[src/rtl/seg_eff_pkg.sv]
`timescale 1ns/1ps
package seg_eff_pkg;

   // how a slot's effective base is refreshed this cycle
   typedef enum logic [1:0] {
      UPD_HOLD   = 2'd0,
      UPD_ZERO   = 2'd1,
      UPD_RELOAD = 2'd2,
      UPD_WRITE  = 2'd3
   } eff_upd_e;

   // mode controls shared by every slot
   typedef struct packed {
      logic go_long;    // long bit changes 0 -> 1 this cycle
      logic go_legacy;  // long bit changes 1 -> 0 this cycle
      logic eff_allow;  // plain legacy writes may reach the effective base
   } mode_ctl_t;

endpackage

[src/rtl/seg_long_track.sv]
`timescale 1ns/1ps
module seg_long_track
   import seg_eff_pkg::*;
(
   input  logic      clk,
   input  logic      rst_n,
   input  logic      cs_attr_wr_i,
   input  logic      cs_long_i,
   input  logic      long_active_i,
   output mode_ctl_t ctl_o,
   output logic      cs_long_q_o
);

   logic long_q;

   always_ff @(posedge clk) begin
      if (!rst_n)
         long_q <= 1'b0;
      else if (cs_attr_wr_i)
         long_q <= cs_long_i;
   end

   always_comb begin
      ctl_o.go_long   = cs_attr_wr_i &  cs_long_i & ~long_q;
      ctl_o.go_legacy = cs_attr_wr_i & ~cs_long_i &  long_q;
      ctl_o.eff_allow = ~long_active_i | ~long_q;
   end

   assign cs_long_q_o = long_q;

endmodule

[src/rtl/seg_wr_decode.sv]
`timescale 1ns/1ps
module seg_wr_decode #(
   parameter int NUM_SEG = 10,
   parameter int SEL_W   = 4
) (
   input  logic               wr_i,
   input  logic [SEL_W-1:0]   sel_i,
   output logic [NUM_SEG-1:0] hit_o
);

   for (genvar k = 0; k < NUM_SEG; k++) begin : g_hit
      assign hit_o[k] = wr_i && (sel_i == SEL_W'(k));
   end

endmodule

[src/rtl/seg_base_slot.sv]
`timescale 1ns/1ps
module seg_base_slot
   import seg_eff_pkg::*;
#(
   parameter int BASE_W = 64,
   parameter bit LEGACY = 1'b0
) (
   input  logic              clk,
   input  logic              rst_n,
   input  logic              hit_i,
   input  logic [BASE_W-1:0] data_i,
   input  mode_ctl_t         ctl_i,
   output logic [BASE_W-1:0] arch_o,
   output logic [BASE_W-1:0] eff_o
);

   logic [BASE_W-1:0] arch_q, arch_d;
   logic [BASE_W-1:0] eff_q, eff_d;
   eff_upd_e          upd;

   assign arch_d = hit_i ? data_i : arch_q;

   if (LEGACY) begin : g_legacy
      always_comb begin
         if (ctl_i.go_long)
            upd = UPD_ZERO;
         else if (ctl_i.go_legacy)
            upd = UPD_RELOAD;
         else if (hit_i && ctl_i.eff_allow)
            upd = UPD_WRITE;
         else
            upd = UPD_HOLD;
      end
   end else begin : g_plain
      always_comb upd = hit_i ? UPD_WRITE : UPD_HOLD;
   end

   always_comb begin
      unique case (upd)
         UPD_ZERO:   eff_d = '0;
         UPD_RELOAD: eff_d = arch_d;  // new value when written this cycle
         UPD_WRITE:  eff_d = data_i;
         default:    eff_d = eff_q;
      endcase
   end

   always_ff @(posedge clk) begin
      if (!rst_n) begin
         arch_q <= '0;
         eff_q  <= '0;
      end else begin
         arch_q <= arch_d;
         eff_q  <= eff_d;
      end
   end

   assign arch_o = arch_q;
   assign eff_o  = eff_q;

endmodule

[src/rtl/seg_eff_base_tracker.sv]
`timescale 1ns/1ps
module seg_eff_base_tracker
   import seg_eff_pkg::*;
#(
   parameter int BASE_W     = 64,
   parameter int NUM_SEG    = 10,
   parameter int NUM_LEGACY = 4,
   parameter int SEL_W      = 4
) (
   input  logic                      clk,
   input  logic                      rst_n,
   input  logic                      base_wr_i,
   input  logic [SEL_W-1:0]          base_sel_i,
   input  logic [BASE_W-1:0]         base_data_i,
   input  logic                      cs_attr_wr_i,
   input  logic                      cs_long_i,
   input  logic                      long_active_i,
   output logic [NUM_SEG*BASE_W-1:0] arch_base_o,
   output logic [NUM_SEG*BASE_W-1:0] eff_base_o,
   output logic                      cs_long_o
);

   localparam int MIN_SEL_W = (NUM_SEG > 1) ? $clog2(NUM_SEG) : 1;

   if (BASE_W < 1 || NUM_SEG < 1) begin : g_bad_size
      $error("seg_eff_base_tracker: BASE_W and NUM_SEG must be positive");
   end
   if (NUM_LEGACY < 0 || NUM_LEGACY > NUM_SEG) begin : g_bad_legacy
      $error("seg_eff_base_tracker: NUM_LEGACY must lie in 0..NUM_SEG");
   end
   if (SEL_W < MIN_SEL_W) begin : g_bad_sel
      $error("seg_eff_base_tracker: SEL_W too narrow for NUM_SEG");
   end

   mode_ctl_t          ctl;
   logic [NUM_SEG-1:0] hit;

   seg_long_track u_long (
      .clk          (clk),
      .rst_n        (rst_n),
      .cs_attr_wr_i (cs_attr_wr_i),
      .cs_long_i    (cs_long_i),
      .long_active_i(long_active_i),
      .ctl_o        (ctl),
      .cs_long_q_o  (cs_long_o)
   );

   seg_wr_decode #(
      .NUM_SEG(NUM_SEG),
      .SEL_W  (SEL_W)
   ) u_dec (
      .wr_i (base_wr_i),
      .sel_i(base_sel_i),
      .hit_o(hit)
   );

   for (genvar k = 0; k < NUM_SEG; k++) begin : g_slot
      seg_base_slot #(
         .BASE_W(BASE_W),
         .LEGACY(k < NUM_LEGACY)
      ) u_slot (
         .clk   (clk),
         .rst_n (rst_n),
         .hit_i (hit[k]),
         .data_i(base_data_i),
         .ctl_i (ctl),
         .arch_o(arch_base_o[k*BASE_W +: BASE_W]),
         .eff_o (eff_base_o[k*BASE_W +: BASE_W])
      );
   end

endmodule

[config.mk]
export PLATFORM = sky130hd
export DESIGN_NAME = seg_eff_base_tracker
export DESIGN_NICKNAME = d
export VERILOG_FILES = /design/src/rtl/seg_eff_pkg.sv /design/src/rtl/seg_long_track.sv /design/src/rtl/seg_wr_decode.sv /design/src/rtl/seg_base_slot.sv /design/src/rtl/seg_eff_base_tracker.sv
export SDC_FILE = /design/constraint.sdc
export NUM_CORES = 2
export LEC_CHECK = 0
export BUFFER_PORTS_ARGS = -buffer_cell sky130_fd_sc_hd__buf_2
export CAP_MARGIN = 5
export CELL_PAD_IN_SITES_DETAIL_PLACEMENT = 1
export CELL_PAD_IN_SITES_GLOBAL_PLACEMENT = 1
export CORE_AREA = 2 2 531 533
export DETAILED_ROUTE_END_ITERATION = 7
export DIE_AREA = 0 0 533 535
export PLACE_DENSITY_LB_ADDON = 0.1
export SKIP_CTS_REPAIR_TIMING = 1
export SYNTH_ARGS = -nofsm -noshare
export SYNTH_HDL_FRONTEND = slang
export SYNTH_HIERARCHICAL = 1
export SYNTH_SLANG_ARGS = --single-unit
[constraint.sdc]
create_clock -name clk -period 2.7 [get_ports clk]
set_clock_uncertainty 0.1 [all_clocks]
set_input_delay 0.54 -clock clk [delete_from_list [all_inputs] [get_ports clk]]
set_output_delay 0.54 -clock clk [all_outputs]
set_load 0.02 [all_outputs]
==> impl.org <==
** Die
- Once the floorplan was initialized, standard cells occupied 17.4% of the core.
- Rows :: 194
- After floorplanning, the core was sized to cover 279000 um^2.
- Area of the die :: ~290000 um^2
- In this run the vertical extent of the chip is 535 um.
- From left edge to right edge, the die measures roughly 530 um.
- Ports placed on the boundary :: 1355

** Drt
- For this block, the initial DRC count from the detailed router was 1945.
- For this run, the detailed router's first-pass iteration total came to 5.
- After detailed routing, the average wire length per cell comes to 28.5 um.
- For this run, design rule violations remaining after detail routing come to 0.
- After detailed routing, the total wire length is 283000 um.
- Via-per-instance ratio :: roughly 4.1
- For this block, the via count after detailed routing is ~41k.
- Once detail routing completed, the nets flagged for antenna violations numbered 0.

** Critical path
- Crit Path Max Fanout :: 14
- STA classifies the critical path startpoint as an input port.
- Critical path cell sequence :: dlygate4sd3_1 > buf_2 > nand2_1 > nor2_2 > buf_4 > nand2b_4 > or2_1 > o22ai_1
- Broken down by cell family, the worst path's largest delay share belongs to simple AND/OR/NAND/NOR gates.
- In this run the number of cells on the critical path is 8.
- Peak per-stage delay on the critical path :: 0.77 ns
- The setup check on the worst reg-to-reg path leaves a slack of 0.29 ns.
- For the worst flop-to-flop path, the logic depth is 5.
- By startpoint and endpoint, the worst setup path is classified as in -> reg.
- On the critical path, the stage with the largest delay is an instance of sky130_fd_sc_hd__or2_1.
- Reg-to-Reg Start :: u_long/cs_long_q_o$_SDFFE_PN0P_
- STA classifies the critical path endpoint as a register.
- Data on the critical path arrives at its endpoint at between 3 and 4 ns.
- At the worst endpoint, the required time is roughly 3.3 ns.
- The endpoint identified for the worst register-to-register timing path is g_slot[3].u_slot/eff_o[53]$_SDFFE_PN0P_.
- The critical path contains buffers and inverters numbering 3 combined.

** Layout
- Fill cells in the final layout number approximately 32k.
- Layout overhead on the synthesized area :: 35.9%
- The count of cells in the finished layout, fillers not included, comes to 9903.
- In the final layout, the share of cells above drive strength 1 is 30.5%.
- The net count of the finished layout is just over 6k.
- Final std cell area, no fill :: roughly 66000 um^2

** Logic synthesis
- The number of different library cells used by synthesis comes to 27.
- By area the synthesized netlist is led by sky130_fd_sc_hd__dfxtp_1 53%, sky130_fd_sc_hd__a21boi_1 12%, sky130_fd_sc_hd__nand2b_1 10%.
- For this run, the register share of the synthesized area comes to a little over half.
- Number of warning messages in the yosys log :: 6
- Post-synth top area share :: around 53%
- Post-synthesis register bit count :: 1281
- The number of nets handed over by synthesis was 4731.
- After technology mapping, the gate count stands at 4657.
- The average instance in the mapped netlist occupies approximately 10 um^2.
- Summed over all instances, the cell type with the most area after synthesis is sky130_fd_sc_hd__dfxtp_1.
- The mapped netlist covers roughly 50000 um^2.

** Placement
- Summed over all nets, the half-perimeter wirelength after detailed placement is between 200000 and 250000 um.
- Post-Place Cell Area :: 60400 um^2
- Port buffering added 1354 buffers.
- Final estimated routing congestion in global placement :: between 0.7 and 0.8
- Inst Count DP :: ~9.6k

** Timing
- Hold Worst Slack :: 0.111 ns
- For the pin with the worst max-slew slack, the measured transition is just over 1 ns.
- Unrepaired setup endpoints after global routing :: false
- Final Hold Violating Endpoints :: 0
- Max-slew violation count :: 0
- Tmin final :: 2.51 ns
- The worst path uses 93.0% of the clock period.
- Headroom to the max-slew limit came out at 32.5%.
- Setup violations remaining at the end of the flow were counted as 0.
- Derived from the worst setup path, the maximum achievable clock frequency is 0.398 GHz.
- After routing, the total negative slack on setup checks comes to 0 ns.

** Clocking
- Clock tree synthesis inserted a total of roughly 170 buffers.
- H-tree levels :: 4
- The cell sitting at the root of the clock tree is a sky130_fd_sc_hd__clkbuf_16.
- Skew-Pair Late Insertion Delay :: 0.82 ns
- Clock tree from TritonCTS :: yes
- Worst-path clk slew :: 0.06 ns
- Clock sinks :: 1281
- Counting along the longest clock path gives a buffer depth of 4.

** Global route
- Entering global routing, the biggest net connects 189 pins.
- Number of global-route vias before repair :: 42.1k
- Wire length of the first global-routing pass :: 377000 um
- Total global-route track usage :: 19.0%
- The number of antenna violations at the first check in global routing came to between 40 and 50.
- For this run the aggregate overflow at the end of global routing stands at 0.

** Pwr
- Peak ir drop on the vdd network :: ~0.43 mV
- The analysis attributes to cell leakage a power of approximately 28 nW.
- Power spread over the standard cell area amounts to a little under 700 nW/um^2.

** Min path
- Worst min-delay path endpoint :: g_slot[6].u_slot/eff_o[18]$_SDFFE_PN0P_
- The worst hold path passes through 4 cells.
- Tightest Hold Check Type :: in -> reg
- The worst hold path begins at base_data_i[18].

** Status
- Run status :: finished, final reports clean

** Job
- Across the run, the number of max-cap violations was 0.
per-stage QoR:
step | total power, mW | utilization [%] | worst slack [ns]
4_1_cts | 46.4 | 23.7 | 0.206
3_3_place_gp | 22.8 | 21.7 | -0.0547
2_1_floorplan | 21.0 | - | 0.559
6_report | 45.3 | 23.7 | 0.190
5_1_grt | 47.2 | 23.7 | 0.104
3_5_place_dp | 22.8 | 21.7 | -0.0573
placed cells by master (no fill, tap or decap), types with 7 or more instances in the layout:
| cell | Yosys | final |
|---|---|---|
| sky130_fd_sc_hd__clkbuf_16 | 0 | 174 |
| sky130_fd_sc_hd__a32oi_1 | 44 | 44 |
| sky130_fd_sc_hd__clkbuf_8 | 0 | 41 |
| sky130_fd_sc_hd__a21boi_1 | 757 | 757 |
| sky130_fd_sc_hd__dfxtp_1 | 1281 | 1281 |
| sky130_fd_sc_hd__inv_6 | 0 | 7 |
| sky130_fd_sc_hd__o22ai_1 | 56 | 56 |
| sky130_fd_sc_hd__o2bb2ai_1 | 44 | 44 |
| sky130_fd_sc_hd__nand2b_1 | 779 | 775 |
| sky130_fd_sc_hd__diode_2 | 0 | 8 |
| sky130_fd_sc_hd__bufinv_16 | 0 | 7 |
| sky130_fd_sc_hd__clkbuf_1 | 126 | 37 |
| sky130_fd_sc_hd__clkinv_2 | 0 | 21 |
| sky130_fd_sc_hd__o32ai_1 | 156 | 156 |
| sky130_fd_sc_hd__mux2i_1 | 468 | 468 |
| sky130_fd_sc_hd__nor2_1 | 264 | 256 |
| sky130_fd_sc_hd__nand2_1 | 387 | 386 |
| sky130_fd_sc_hd__nor2_4 | 0 | 7 |
| sky130_fd_sc_hd__buf_2 | 76 | 1353 |
| sky130_fd_sc_hd__or2_1 | 8 | 8 |
| sky130_fd_sc_hd__a21boi_0 | 12 | 12 |
| sky130_fd_sc_hd__buf_4 | 70 | 166 |
| sky130_fd_sc_hd__buf_12 | 0 | 72 |
flip-flops by register name, indices dropped and copies added, names as in the netlist:
register	cells
u_long/cs_long_q_o	1
g_slot.u_slot/arch_o	640
g_slot.u_slot/eff_o	640
per-layer routing:
layer,GRT usage [%],up-vias,part of all wire [%]
li1,-,18804,-
met3,8.09,252,9.9
met1,22.6,20352,41
met2,31.7,1243,47
met4,4.29,4,2.1
met5,0,-,0.0096
tightest hold or removal path, stage by stage:
cell and delay [ns]:
sky130_fd_sc_hd__buf_2 0.11, sky130_fd_sc_hd__buf_12 0.17, sky130_fd_sc_hd__nand2_1 0.11, sky130_fd_sc_hd__a21boi_1 0.06
cells in the mapped netlist:
cell and count:
sky130_fd_sc_hd__or3b_1 5, sky130_fd_sc_hd__nand3b_1 2, sky130_fd_sc_hd__buf_2 76, sky130_fd_sc_hd__buf_4 70, sky130_fd_sc_hd__and3b_2 1, sky130_fd_sc_hd__nor2_1 264, sky130_fd_sc_hd__nor3_1 2, sky130_fd_sc_hd__buf_1 12
sky130_fd_sc_hd__inv_1 4, sky130_fd_sc_hd__a21oi_4 4, sky130_fd_sc_hd__nand2_2 4, sky130_fd_sc_hd__a32oi_1 44, sky130_fd_sc_hd__nor2b_1 4, sky130_fd_sc_hd__clkbuf_1 126, sky130_fd_sc_hd__o22ai_1 56, sky130_fd_sc_hd__o2bb2ai_1 44
sky130_fd_sc_hd__o32ai_1 156, sky130_fd_sc_hd__or2_1 8, sky130_fd_sc_hd__buf_6 84, sky130_fd_sc_hd__nor3_2 1, sky130_fd_sc_hd__dfxtp_1 1281, sky130_fd_sc_hd__clkbuf_2 6, sky130_fd_sc_hd__a21boi_1 757, sky130_fd_sc_hd__mux2i_1 468
sky130_fd_sc_hd__nand2b_1 779, sky130_fd_sc_hd__a21boi_0 12, sky130_fd_sc_hd__nand2_1 387
where the power goes:
group | switching, mW | leakage (nW) | total (mW) | internal, mW
combinational | 2.11 | 14.9 | 3.00 | 0.892
clock | 9.44 | 2.73 | 23.0 | 13.6
sequential | 0.133 | 10.3 | 19.3 | 19.1
total | 11.7 | 28.0 | 45.3 | 33.6
layout make-up:
| cell class | instances | area (um^2) | area share [%] |
|---|---|---|---|
| clock inverters | 41 | 473 | 0.716 |
| inverters | 4 | 27.5 | 0.0417 |
| clock buffers | 252 | 5060 | 7.66 |
| flip-flops and latches | 1281 | 25600 | 38.8 |
| diodes | 8 | 20.0 | 0.0303 |
| well taps | 3724 | 4660 | 7.06 |
| multi-input cells | 2998 | 20600 | 31.3 |
| repair buffers | 1595 | 9500 | 14.4 |
how the worst max path moves through the flow:
stage	start	to	slack, ns
4_1_cts	u_long/cs_long_q_o$_SDFFE_PN0P_	g_slot[3].u_slot/eff_o[53]$_SDFFE_PN0P_	0.21
3_3_place_gp	cs_attr_wr_i	g_slot[3].u_slot/eff_o[53]$_SDFFE_PN0P_	-0.05
6_report	cs_attr_wr_i	g_slot[3].u_slot/eff_o[53]$_SDFFE_PN0P_	0.19
2_1_floorplan	base_sel_i[3]	g_slot[0].u_slot/eff_o[21]$_SDFFE_PN0P_	0.56
5_1_grt	cs_attr_wr_i	g_slot[3].u_slot/eff_o[53]$_SDFFE_PN0P_	0.10
3_5_place_dp	cs_attr_wr_i	g_slot[3].u_slot/eff_o[53]$_SDFFE_PN0P_	-0.06
cells by family (layout without fill, tap and decap cells):
kind of cell,after synthesis,count (layout),share of synthesized area (%)
AND/OR/NAND/NOR,1457,1457,15.5
flip-flops,1281,1281,52.8
AO/OA/AOI/OAI,1073,1073,17.1
multiplexers,468,468,9.64
buffers and inverters,378,1892,4.97
other,0,8,0
(Power assumes the default switching activity.)
